`src/rtl/tribus_datapath.sv`:
```
module tribus_datapath #(
  parameter int W   = 18,
  parameter int SCW = 6,
  parameter int FW  = 3
) (
  input  logic           clk,
  input  logic           rst_n,
  input  logic           op_valid,
  input  logic           op_imm,
  input  logic [1:0]     op_fn,
  input  logic           op_inv,
  input  logic [FW-1:0]  op_s,
  input  logic [FW-1:0]  op_b,
  input  logic [FW-1:0]  op_a,
  input  logic [W-1:0]   switches,
  output logic [W-1:0]   ac1,
  output logic [W-1:0]   ac2,
  output logic [W-1:0]   ix1,
  output logic [W-1:0]   ix2,
  output logic [W-1:0]   pc,
  output logic [SCW-1:0] sc,
  output logic [W-SCW-1:0] trace,
  output logic           cmp_valid,
  output logic           cmp_zero,
  output logic           cmp_neg
);
  localparam int MW = W - 1;
  localparam int TW = W - SCW;
  localparam int IW = 2 * FW;

  localparam logic [FW-1:0] A_AC1 = FW'(1), A_AC2 = FW'(2), A_IX1 = FW'(3),
                            A_IX2 = FW'(4), A_PC  = FW'(5);
  localparam logic [FW-1:0] B_AC1 = FW'(1), B_TSC = FW'(2), B_SC  = FW'(3),
                            B_SW  = FW'(4), B_DIR = FW'(5);
  localparam logic [FW-1:0] S_NONE = FW'(0), S_AC1 = FW'(1), S_AC2 = FW'(2),
                            S_BOTH = FW'(3), S_IX1 = FW'(4), S_IX2 = FW'(5),
                            S_SC   = FW'(6), S_PC  = FW'(7);
  localparam logic [1:0] FN_ADD = 2'd0, FN_SUB = 2'd1, FN_AND = 2'd2, FN_OR = 2'd3;

  logic [W-1:0] a_bus, b_raw, b_op, s_bus, arith;
  logic [MW-1:0] mag_sum, mag_dif, mag;
  logic a_ge, same, sgn, flip, direct, is_cmp;

  always_comb begin
    if (op_imm) begin
      case (op_s)
        S_AC2:   a_bus = ac2;
        S_IX1:   a_bus = ix1;
        S_IX2:   a_bus = ix2;
        S_SC:    a_bus = W'(sc);
        S_PC:    a_bus = pc;
        default: a_bus = ac1;
      endcase
    end else begin
      case (op_a)
        A_AC1:   a_bus = ac1;
        A_AC2:   a_bus = ac2;
        A_IX1:   a_bus = ix1;
        A_IX2:   a_bus = ix2;
        A_PC:    a_bus = pc;
        default: a_bus = '0;
      endcase
    end
  end

  always_comb begin
    if (op_imm) b_raw = {{(W-IW){1'b0}}, op_b, op_a};
    else begin
      case (op_b)
        B_AC1:   b_raw = ac1;
        B_TSC:   b_raw = {trace, sc};
        B_SC:    b_raw = W'(sc);
        B_SW:    b_raw = switches;
        default: b_raw = '0;
      endcase
    end
  end

  assign flip    = op_inv ^ (op_fn == FN_SUB);
  assign b_op    = {b_raw[W-1] ^ flip, b_raw[MW-1:0]};
  assign same    = a_bus[W-1] == b_op[W-1];
  assign a_ge    = a_bus[MW-1:0] >= b_op[MW-1:0];
  assign mag_sum = a_bus[MW-1:0] + b_op[MW-1:0];
  assign mag_dif = a_ge ? a_bus[MW-1:0] - b_op[MW-1:0] : b_op[MW-1:0] - a_bus[MW-1:0];
  assign mag     = same ? mag_sum : mag_dif;
  assign sgn     = (same || a_ge) ? a_bus[W-1] : b_op[W-1];
  assign arith   = {sgn & (|mag), mag};

  always_comb begin
    case (op_fn)
      FN_AND:  s_bus = a_bus & b_op;
      FN_OR:   s_bus = a_bus | b_op;
      default: s_bus = arith;
    endcase
  end

  assign direct = !op_imm && (op_b == B_DIR);
  assign is_cmp = op_valid && (op_s == S_NONE);

  always_ff @(posedge clk or negedge rst_n) begin
    if (!rst_n) begin
      ac1 <= '0; ac2 <= '0; ix1 <= '0; ix2 <= '0; pc <= '0;
      sc <= '0; trace <= '0;
      cmp_valid <= 1'b0; cmp_zero <= 1'b0; cmp_neg <= 1'b0;
    end else begin
      cmp_valid <= is_cmp;
      cmp_zero  <= is_cmp && ~|s_bus[MW-1:0];
      cmp_neg   <= is_cmp && s_bus[W-1] && |s_bus[MW-1:0];
      if (op_valid) begin
        if (op_s == S_AC1 || op_s == S_BOTH) ac1 <= s_bus;
        if (direct) ac2 <= ac1;
        else if (op_s == S_AC2 || op_s == S_BOTH) ac2 <= s_bus;
        if (op_s == S_IX1) ix1 <= s_bus;
        if (op_s == S_IX2) ix2 <= s_bus;
        if (op_s == S_SC)  sc  <= s_bus[SCW-1:0];
        if (op_s == S_PC) begin
          pc    <= s_bus;
          trace <= pc[TW-1:0];
        end else begin
          pc <= pc + W'(1);
        end
      end
    end
  end
endmodule


```
`config.mk`:
```
export PLATFORM = sky130hd
export DESIGN_NAME = tribus_datapath
export DESIGN_NICKNAME = d
export VERILOG_FILES = /design/src/rtl/tribus_datapath.sv
export SDC_FILE = /design/constraint.sdc
export NUM_CORES = 1
export LEC_CHECK = 0
export ABC_AREA = 1
export CELL_PAD_IN_SITES_DETAIL_PLACEMENT = 0
export CELL_PAD_IN_SITES_GLOBAL_PLACEMENT = 1
export CORE_MARGIN = 2
export CORE_UTILIZATION = 50
export DETAILED_ROUTE_END_ITERATION = 10
export DONT_BUFFER_PORTS = 1
export PLACE_DENSITY = 0.95
export SYNTH_ARGS = -nofsm -noshare
export SYNTH_HDL_FRONTEND = slang
export SYNTH_SLANG_ARGS = --single-unit
```
`constraint.sdc`:
```
create_clock -name clk -period 6.2 [get_ports clk]
set_clock_uncertainty 0.15 [all_clocks]
set_input_delay 0.93 -clock clk [delete_from_list [all_inputs] [get_ports clk]]
set_output_delay 0.93 -clock clk [all_outputs]
set_load 0.1 [all_outputs]
```
## After elaboration in Yosys (flattened, before gate mapping)

Cells that the tools add are included.

- Bits in registers: 111
- Output and inout bits: 111

- $add $sub $neg: 4
- Order comparisons: 1
- Eq/ne operators: 21
- Muxes and demuxes: 12
- Bitwise gates (word level): 5
- Reductions and logical operators: 20

Operator list:

| cell | number |
|---|---|
| $pmux W18 S5 | 2 |
| $mux W18 | 5 |
| $pmux W18 S4 | 1 |
| $pmux W18 S2 | 1 |
| $mux W17 | 2 |
| $reduce_or A17 Y1 | 2 |
| $sub A17 B17 Y17 | 2 |
| $eq A3 B3 Y1 const B | 8 |
| $add A18 B1 Y18 const B | 1 |
| $and A18 B18 Y18 | 1 |
| $eq A3 B2 Y1 const B | 6 |
| $or A18 B18 Y18 | 1 |
| $add A17 B17 Y17 | 1 |
| $ge A17 B17 Y1 | 1 |
| $reduce_and A2 Y1 | 6 |
| $eq A3 B1 Y1 const B | 3 |
| $logic_and A1 B1 Y1 | 5 |
| $eq A2 B2 Y1 const B | 2 |
| $logic_not A3 Y1 | 1 |
| $logic_or A1 B1 Y1 | 3 |
| $eq A2 B1 Y1 const B | 1 |
| $logic_not A1 Y1 | 2 |
| $reduce_bool A2 Y1 | 1 |
| $xor A1 B1 Y1 | 2 |
| 3 further kinds | 3 |

## Depth between registers and ports, before layout

- Depth after elaboration: 12
- Depth in mapped cells: 32

## Worst setup path after synthesis

Ideal clock, no wire load.

- Path kind: input to register
- Start: in op_a[1]
- End: reg ac1[17]
- Setup time: 0.127 ns
- Data arrival time: 4.392 ns
- Path slack: 1.531 ns
- Stages: 28
- Path buffers: 2
- Cell sequence: inv_1 -> or2_2 -> nor2_1 -> inv_1 -> clkbuf_1 -> nor2_1 -> a2111oi_0 -> o22ai_1 -> inv_1 -> ha_1 -> inv_1 -> nor2_2 -> nand3_1 -> nor2_2 -> nor2_4 -> nand2_4 -> a21oi_2 -> buf_4 -> nand2_1 -> nand2_1 -> a21oi_2 -> nand3_1 -> nor2_1 -> nand4_1 -> nand2_2 -> nand2_2 -> nand2_1 -> o21ai_1

- Word-level cells in the longest chain between the ends: 9
- Elaborated cells between the ends (all ways): 22

RTL lines:

| element | line | RTL |
|---|---|---|
| start, declared | 14 | `input logic [FW-1:0] op_a,` |
| $eq A3 B3 Y1, or another cell as far along | 55 | `case (op_a)` |
| $pmux W18 S5 | 55 |  |
| $mux W18 | 45 | `if (op_imm) begin` |
| $sub A17 B17 Y17 or $ge A17 B17 Y1 (tied branches) | 84, 82 |  |
| $mux W17 | 84 | `assign mag_dif = a_ge ? a_bus[MW-1:0] - b_op[MW-1:0] : b_op[MW-1:0] - a_bus[MW-1:0];` |
| $mux W17 | 85 | `assign mag = same ? mag_sum : mag_dif;` |
| $reduce_or A17 Y1 | 87 | `assign arith = {sgn & (\|mag), mag};` |
| $and A1 B1 Y1 | 87 |  |
| $pmux W18 S2 * | 90 | `case (op_fn)` |
| end signal, assigned | 110 | `if (op_s == S_AC1 \|\| op_s == S_BOTH) ac1 <= s_bus;` |
| end, declared | 16 | `output logic [W-1:0] ac1,` |

Every way passes the cells marked *; elsewhere a longest branch is shown, timed or not.
A chain may end at the register's enable or synchronous reset.

## Final worst setup path

- Start: in op_a[1]
- End: reg cmp_neg

- Word-level cells in the longest chain between the ends: 11
- Elaborated cells between the ends (all ways): 25

RTL lines:

| element | line | RTL |
|---|---|---|
| $eq A3 B3 Y1, or another cell as far along | 55 |  |
| $pmux W18 S5 | 55 |  |
| $mux W18 | 45 |  |
| $sub A17 B17 Y17 or $ge A17 B17 Y1 (tied branches) | 84, 82 |  |
| $mux W17 | 84 |  |
| $mux W17 | 85 |  |
| $reduce_or A17 Y1 | 87 |  |
| $and A1 B1 Y1 | 87 |  |
| $pmux W18 S2 * | 90 |  |
| $logic_and A1 B1 Y1 | 108 | `cmp_neg <= is_cmp && s_bus[W-1] && \|s_bus[MW-1:0];` |
| $logic_and A1 B1 Y1 * | 108 |  |
| end signal, assigned | 108 |  |
| end, declared | 25 | `output logic cmp_neg` |

Marked as above.

==> results.cfg <==
[grt]
groute.usage.overall_pct = 35.7
met1_usage_pct = 46.7
grt.busiest_layer = met2
use_met2_pct = 57.6
grt_pass1_wl_um = 62000
grtUsageMet3_pct = 7.44
grt_max_degree = 112
antenna_found_initial = 0
grt_overflow = 0
first_global_vias = 11100

[layout]
nFillCells = 2113
layout.nets = 1792
final_layout_size_suffix_gt1_share_pct = 10.6
n_antenna_cell = 0
utilization_pct = 55.7
fin_area_sq_um = 11600
area_delta_synth_final_pct = 9.76

[yosys]
synth_area_per_cell_sq_um = 6.44
synth.distinct_cells = 49
syn_nets = 1752
ys_warn_count = 0
synth-edff-count = 0
seq_area_frac_synth_pct = 26.2
ys_ff_latch = 111
async_flop_share_pct = 100
synthCells = 1645
syn-cell-area_sq_um = 10600
synth_flop_cell = dfrtp_1

[sta]
period_minus_slack_ns = 5.46
slew_headroom_pct = 21.4
worst_hold_slack_ns = 0.112
finalSetupViolations = 0
fin_crit_sh_pct = 88.1
tightest_slew_ns = 1.18
finalSetupTns_ns = 0
max_freq_ghz = 0.183
drv_slew = 0
hold_viol = 0
rsz0062_at_grt = no
setup_slack_ns = 0.735

[drt]
num_vias = 11800
drt_pre_antenna_iters = 8
wl_per_cell_um = 20.1
drcViolationCount = 0
vias_per_cell = 5.99
drt-initial-drc-count = 1692
totalWireLength_um = 39600
ant_nets = 0

[hold_path]
hold_class = in -> async

[clock_tree]
cts_sinks = 111
root_buffer = clkbuf_16
clk_path_buf_depth = 2
cts_hold_buf = 0
cts_tree = built
ctsResizeCount = 0
htreeDepth = 3
cts_made_buffers = 9
post_cts_buffers = 0
worstSkewPairLatency_ns = 0.36
clk_pin_slew_ns = 0.07

[die]
boundaryPins = 145
die_h_um = 150
coreArea_sq_um = 20900
dieArea_sq_um = 22400
rows = 53
die_w_um = 150
start_util_pct = 50.7

[critical_path]
start_kind = input port
critical_path_arrival_ns = 5.56
critical-path-top-delay-family = simple AND/OR/NAND/NOR gates
cp-end-kind = flip-flop
critPathMaxFanout = 17
slowest_stage = a2111oi_0
max_stage_delay_ns = 0.49
cp.required_ns = 6.30
crit_top_cell = nor2_1
critPathKind = in -> reg
crit_buf_inv = 5

[placed_design]
gp_congestion = 1.09
dp_hpwl_um = 31500
dpl_worst_slack_ns = 0.532
port_buffers = 0
post_dp_cell_area_sq_um = 11300

[power_and_ir_drop]
ir_worst_vdd_mv = 0.374
p_leak_nw = 5.82
power_density_nw_per_um2 = 560

[run_status]
status = finished clean

[run]
drv_cap = 0
layout make-up:
class	instances	area [sq um]	share of cell area, %
repair buffers	92	691	5.94
flip-flops and latches	111	2780	23.9
clock buffers	9	225	1.94
multi-input cells	1201	6490	55.9
clock inverters	6	70.1	0.603
inverters	270	1020	8.80
well taps	275	344	2.96
power breakdown:
part	switching, mW	internal [mW]	total (mW)
clock network	0.279	0.315	0.595
logic	3.07	0.928	3.99
registers	0.963	0.957	1.92
state kept, by name, indices dropped and copies added (netlist names), 6 cells and up:
| register | flops |
|---|---|
| pc | 18 |
| trace | 12 |
| ix2 | 18 |
| sc | 6 |
| ac2 | 18 |
| ix1 | 18 |
| ac1 | 18 |
per-stage QoR:
step | instances | power (mW)
3_5_place_dp | 1949 | 5.83
5_1_grt | 1964 | 6.83
3_3_place_gp | 1949 | 5.80
2_1_floorplan | 1645 | 4.84
6_report | 1964 | 6.51
4_1_cts | 1964 | 6.43
logic make-up (layout without fill, tap and decap cells):
| group | count (synthesis) | after routing | synth area share, % |
|---|---|---|---|
| flops | 111 | 111 | 26.2 |
| buf+inv | 333 | 377 | 12.7 |
| simple gates | 736 | 736 | 29.6 |
| fa+ha+maj | 73 | 73 | 8.84 |
| xor+xnor | 22 | 22 | 1.82 |
| mux | 5 | 5 | 0.532 |
| compound gates | 365 | 365 | 20.3 |
path summary, 6_finish.rpt:
path,from,endpoint,slack [ns],depth (start not counted)
max in group asynchronous,rst_n,ac1[10]$_DFFE_PN0P_,5.52,0
max,op_a[1],cmp_neg$_DFF_PN0_,0.74,29
min,rst_n,ac2[0]$_DFFE_PN0P_,0.11,0
max reg2reg,ac1[13]$_DFFE_PN0P_,cmp_neg$_DFF_PN0_,1.00,25
min in group clk,pc[10]$_DFFE_PN0P_,trace[10]$_DFFE_PN0P_,0.47,2
min reg2reg,pc[10]$_DFFE_PN0P_,trace[10]$_DFFE_PN0P_,0.47,2
synth_stat cells, drive strengths merged (4+ instances only):
library cell	number	share of area (%)
nor3	23	1.2
nand3	92	4.4
clkbuf	38	1.3
inv	266	9.5
a221oi	13	1.1
xor2	21	1.7
dfrtp	111	26
a31oi	5	0.30
buf	25	1.7
nand4	15	0.89
clkinv	4	0.14
o21bai	5	0.39
nand2	460	17
o21ai	154	7.3
o211ai	18	1.3
ha	70	8.3
a2111oi	16	1.3
o2111ai	4	0.33
a21oi	73	3.6
nor2	140	5.6
o22ai	63	3.7
mux2	5	0.53
layout by cell type (no fill, tap or decap), drive strengths merged:
cell and count:
inv 268, o21bai 5, a221oi 13, a2111oi 16, nand3 92, nor2 140
buf 92, o31ai 3, a21oi 73, a22oi 3, o211ai 18, mux2 5
ha 70, clkbuf 9, o221ai 2, xor2 21, a211oi 2, xnor2 1
bufinv 1, o32ai 2, nor4 3, nand2 460, dfrtp 111, o22ai 63
a31o 1, a31oi 5, nand4 15, fa 3, or2 3, o21a 1
o21ai 154, clkinv 7, o2111ai 4, nor3 23
layer usage:
metal | vias to the layer above | wire length [um] | share of wire (%)
met3 | 145 | 4410 | 11
li1 | 5441 | - | -
met4 | 0 | 1830 | 4.6
met1 | 5420 | 15400 | 39
met2 | 749 | 17900 | 45
met5 | - | 0 | 0
(Power assumes the default switching activity.)
